`src/rtl/fpg_pkg.sv`:
```
package fpg_pkg;

  localparam int unsigned CODE_W = 2;

  typedef logic [CODE_W-1:0] ratio_code_t;

  // Division ratio selected by a two-bit code.
  function automatic int unsigned ratio_of(ratio_code_t code);
    case (code)
      2'd0:    return 1;
      2'd1:    return 2;
      2'd2:    return 4;
      default: return 16;
    endcase
  endfunction

  // The bit at the lower position is the code's MSB.
  function automatic ratio_code_t field_code(logic low_pos, logic high_pos);
    return {low_pos, high_pos};
  endfunction

endpackage

```
`src/rtl/fpg_sync_edge.sv`:
```
module fpg_sync_edge #(
  parameter int STAGES = 2
) (
  input  logic clk,
  input  logic rst_n,
  input  logic async_in,
  output logic rise_pulse
);
  logic [STAGES-1:0] chain_q;
  logic              prev_q;
  logic              sync_level;

  assign sync_level = chain_q[STAGES-1];

  always_ff @(posedge clk or negedge rst_n) begin
    if (!rst_n) begin
      chain_q <= '0;
      prev_q  <= 1'b0;
    end else begin
      chain_q <= {chain_q[STAGES-2:0], async_in};
      prev_q  <= sync_level;
    end
  end

  assign rise_pulse = sync_level & ~prev_q;
endmodule

```
`src/rtl/fpg_divider.sv`:
```
module fpg_divider
  import fpg_pkg::*;
#(
  parameter int CNT_W = 4
) (
  input  logic             clk,
  input  logic             rst_n,
  input  logic             tick,
  input  ratio_code_t      code,
  output logic             flash,
  output logic [CNT_W-1:0] count,
  output logic             wrap
);
  logic [CNT_W-1:0] limit;

  assign limit = CNT_W'(ratio_of(code) - 1);
  assign wrap  = tick && (count >= limit);

  always_ff @(posedge clk or negedge rst_n) begin
    if (!rst_n) begin
      count <= '0;
      flash <= 1'b0;
    end else if (tick) begin
      if (count >= limit) begin
        count <= '0;
        flash <= ~flash;
      end else begin
        count <= count + 1'b1;
      end
    end
  end
endmodule

```
`src/rtl/fpg_chan_gate.sv`:
```
module fpg_chan_gate (
  input  logic data,
  input  logic is_output,
  input  logic flash_on,
  input  logic flash_wave,
  output logic drive
);
  always_comb begin
    if (!is_output)    drive = 1'b0;
    else if (flash_on) drive = data & flash_wave;
    else               drive = data;
  end
endmodule

```
`src/rtl/fpg_flash_gen.sv`:
```
module fpg_flash_gen
  import fpg_pkg::*;
#(
  parameter int NIBBLES     = 2,
  parameter int NIB_W       = 4,
  parameter int SYNC_STAGES = 2,
  parameter int CNT_W       = 4
) (
  input  logic                     clk,
  input  logic                     rst_n,
  input  logic                     flash_in,
  input  logic [NIBBLES*NIB_W-1:0] ctrl_byte,
  input  logic [NIBBLES*NIB_W-1:0] out_en,
  input  logic [NIBBLES*NIB_W-1:0] pulse_en,
  input  logic [NIBBLES*NIB_W-1:0] data_in,
  output logic [NIBBLES*NIB_W-1:0] drive_out
);
  localparam int CH = NIBBLES * NIB_W;

  logic                     rise_pulse;
  logic [NIBBLES-1:0]       flash_vec;
  logic [NIBBLES-1:0]       wrap_vec;
  logic [NIBBLES*CNT_W-1:0] cnt_flat;

  fpg_sync_edge #(.STAGES(SYNC_STAGES)) u_sync (
    .clk       (clk),
    .rst_n     (rst_n),
    .async_in  (flash_in),
    .rise_pulse(rise_pulse)
  );

  for (genvar n = 0; n < NIBBLES; n++) begin : g_nib
    ratio_code_t code;
    assign code = field_code(ctrl_byte[n*NIB_W], ctrl_byte[n*NIB_W+1]);

    fpg_divider #(.CNT_W(CNT_W)) u_div (
      .clk  (clk),
      .rst_n(rst_n),
      .tick (rise_pulse),
      .code (code),
      .flash(flash_vec[n]),
      .count(cnt_flat[n*CNT_W +: CNT_W]),
      .wrap (wrap_vec[n])
    );
  end

  for (genvar i = 0; i < CH; i++) begin : g_ch
    fpg_chan_gate u_gate (
      .data      (data_in[i]),
      .is_output (out_en[i]),
      .flash_on  (pulse_en[i]),
      .flash_wave(flash_vec[i / NIB_W]),
      .drive     (drive_out[i])
    );
  end
endmodule

```
`config.mk`:
```
export PLATFORM = sky130hd
export DESIGN_NAME = fpg_flash_gen
export DESIGN_NICKNAME = d
export VERILOG_FILES = /design/src/rtl/fpg_pkg.sv /design/src/rtl/fpg_sync_edge.sv /design/src/rtl/fpg_divider.sv /design/src/rtl/fpg_chan_gate.sv /design/src/rtl/fpg_flash_gen.sv
export SDC_FILE = /design/constraint.sdc
export NUM_CORES = 1
export LEC_CHECK = 0
export ABC_AREA = 1
export BUFFER_PORTS_ARGS = -buffer_cell sky130_fd_sc_hd__buf_2
export CAP_MARGIN = 0
export CORE_UTILIZATION = 40
export CTS_BUF_LIST = sky130_fd_sc_hd__clkbuf_16
export DETAILED_ROUTE_END_ITERATION = 10
export HOLD_SLACK_MARGIN = 0.06
export PLACE_DENSITY = 0.77
export SLEW_MARGIN = 20
export SYNTH_ARGS = -nofsm -noshare
export SYNTH_HDL_FRONTEND = slang
export SYNTH_HIERARCHICAL = 1
export SYNTH_SLANG_ARGS = --single-unit
```
`constraint.sdc`:
```
create_clock -name clk -period 1.3 [get_ports clk]
set_input_delay 0.26 -clock clk [delete_from_list [all_inputs] [get_ports clk]]
set_output_delay 0.26 -clock clk [all_outputs]
set_load 0.01 [all_outputs]
```
==> run_results.csv <==
group,metric,value,unit
finish,fin_util,65.42,%
routing,drt-vias-per-instance,4.602,
synth,synth_cells,119,
grt,antenna_found_initial,0,
synth,yosys.area_share.adder,12.69,%
die,die_h,51.65,microns
setup_path,r2r_start,"g_nib[1].u_div/count[3]",
setup_path,worstPathRequired,1.43,ns
setup_path,cp-startpoint,"g_nib[1].u_div/count[3]",
setup_path,worstReg2RegEnd,"g_nib[1].u_div/flash",
synth,netlist-cell-type-count,18,
routing,drc,0,
job,maxCapViolations,0,
cts,cts_tree,"done",
placement,hpwl,1723,microns
routing,drt_wl_total,2260,microns
synth,yosysSeqAreaShare,32.99,%
die,ios,43,
sta,rsz0062_at_grt,"yes",
die,die_area,2667,sq um
setup_path,cp-start-kind,"flip-flop",
cts,cts_buffer_depth,2,
synth,yosys_register_bits,13,
synth,synth_compound_area_share,11.68,%
setup_path,critPathBufInv,0,
synth,synth_xor_area_share,3.553,%
setup_path,endpoint_kind,"flip-flop",
cts,htree_levels,1,
sta,fmax,0.7794,GHz
cts,clk_latency,0.24,ns
synth,syn_area,985.9,sq um
placement,port_buffers,38,
sta,tightest_slew,0.2896,ns
setup_path,rrSetupSlack,0.02,ns
placement,place_congestion,0.7385,
sta,slew_viol_final,0,
synth,synth_top_family_by_area,"simple AND/OR/NAND/NOR gates",
grt,grt_use_total,17.62,%
grt,grt_max_degree,14,
routing,drt_iter0_drc,6,
grt,grt_pass1_wl,3387,microns
setup_path,critPathSlowestCell,"dfrtp_1",
synth,synth_nets,164,
power_and_ir_drop,p_per_area,1875,nW/um^2
routing,first_pass_iters,2,
sta,setup_viol_count_final,0,
finish,drive_gt1_share,56.65,%
cts,clock-sinks,13,
setup_path,slowest_delay,0.42,ns
cts,cts_made_buffers,3,
finish,diodes,0,
sta,slew_headroom,80.70,%
setup_path,crit_family,"simple AND/OR/NAND/NOR gates",
synth,syn_avg_cell_area,8.285,sq um
worst_hold_path,hold_path.class,"in -> reg",
power_and_ir_drop,p_leak,0.7937,nW
routing,wl_per_cell,11.24,microns
sta,fin_setup_tns,0,ns
synth,yosysWarnings,6,
grt,grt-ovfl-total,0,
sta,finalCriticalPeriod,1.283,ns
finish,layout_commonest_cell,"buf_2",
die,core_area,2276,sq um
setup_path,crit_chain,"ha_4 > nand4_1 > nand3_2 > nand2_2 > nand2_1 > nand2_1",
grt,grt_pass1_vias,882,
synth,synth.mux.area_fraction,0,%
sta,period_share,98.70,%
die,start_util,43.32,%
die,die_w,51.65,microns
finish,area_growth,51.02,%
routing,num_vias,925,
sta,fin_worst_skew,0.002004,ns
finish,final_cell_mix,"38 x buf_2, 23 x inv_1, 22 x nand2_1",
synth,synth_simple_gate_area_share,25.76,%
outcome,status,"complete, no violations",
die,rows,17,
cts,clkTransAtPathRegs,0.04,ns
setup_path,r2r.worst_path.cells,6,
setup_path,path_class,"reg -> reg",
finish,final_nets,219,
setup_path,path_depth,6,
routing,antenna_left,0,
sta,hold_viol,0,
setup_path,crit_top_cell,"nand2_1",
power_and_ir_drop,ir_drop,1.582,mV
setup_path,crit_fanout,4,
cts,cts-root-buf,"clkbuf_16",
setup_path,worstPathArrival,1.41,ns
setup_path,cp-endpoint,"g_nib[1].u_div/flash",
cell families after synthesis:
group	after synthesis
xor+xnor	4
simple gates	47
compound gates	14
buf+inv	31
fa+ha+maj	10
flops	13
cell usage after synthesis, drive strengths merged:
| library cell | n | area [sq um] |
|---|---|---|
| a21oi | 10 | 87.58 |
| buf | 2 | 22.52 |
| dfrtp | 13 | 325.3 |
| ha | 10 | 125.1 |
| inv | 29 | 108.9 |
| nand2 | 30 | 122.6 |
| nand3 | 4 | 30.03 |
| nand4 | 4 | 55.05 |
| nor2 | 7 | 33.78 |
| o21bai | 2 | 15.01 |
| o22ai | 2 | 12.51 |
| or2 | 2 | 12.51 |
| xor2 | 4 | 35.03 |
registers in the layout, summed over array words and instances (netlist names):
signal	cells
u_sync/prev_q	1
g_nib.u_div/flash	2
u_sync/chain_q	2
g_nib.u_div/count	8
metrics by stage:
step           total power, mW  setup WS [ns]  area, sq um  hold WS (ns)  std cells
3_5_place_dp             1.887        -0.2425         1256        0.1584        192
2_1_floorplan            1.489        0.03151        985.9      -0.03559        119
3_3_place_gp             1.784        -0.1304         1256        0.1514        192
4_1_cts                  2.543       0.005244         1371        0.1214        197
6_report                 2.791        0.01691         1489        0.1246        201
5_1_grt                  3.008       -0.03575         1489        0.1221        201
metal layers:
metal | vias up | GRT usage, % | routed length [microns]
met1 | 417 | 17.10 | 932
met2 | 29 | 34.42 | 1183
met5 | - | 0 | 0
met4 | 0 | 6.306 | 35
met3 | 4 | 5.263 | 109
li1 | 475 | - | -
layout make-up:
type | count | area [sq um]
inverter | 29 | 108.9
multi-input combinational | 75 | 639.4
timing repair buffer | 52 | 297.8
sequential | 13 | 327.8
fill | 176 | 787.0
clock buffer | 3 | 75.07
tap | 28 | 35.03
clock inverter | 1 | 5.005
timing repair:
| action | in CTS | in global routing |
|---|---|---|
| endpoints found under the setup margin | 5 | 14 |
| endpoints found under the hold margin | 13 | 0 |
| resized for setup | 3 | 17 |
| pin swaps | 0 | 16 |
| gates cloned | 0 | 0 |
| buffers inserted | 0 | 4 |
| hold buffers | 1 | 0 |
where the power goes:
part	total, mW	switching, mW	internal, mW
clock network	0.574	0.166	0.408
registers	0.709	0.151	0.558
logic	1.51	0.772	0.735
worst min-delay path by stage:
stage	slack [ns]	to	cells after the start	from
floorplan	-0.04	g_nib[0].u_div/count[0]	0	rst_n
CTS	0.12	u_sync/chain_q[0]	1	flash_in
global placement	0.15	g_nib[1].u_div/flash	1	rst_n
global route	0.12	u_sync/chain_q[0]	1	flash_in
finish	0.12	u_sync/chain_q[0]	1	flash_in
detailed placement	0.16	g_nib[1].u_div/flash	1	rst_n
No activity file was read; power rests on OpenSTA's default activity.
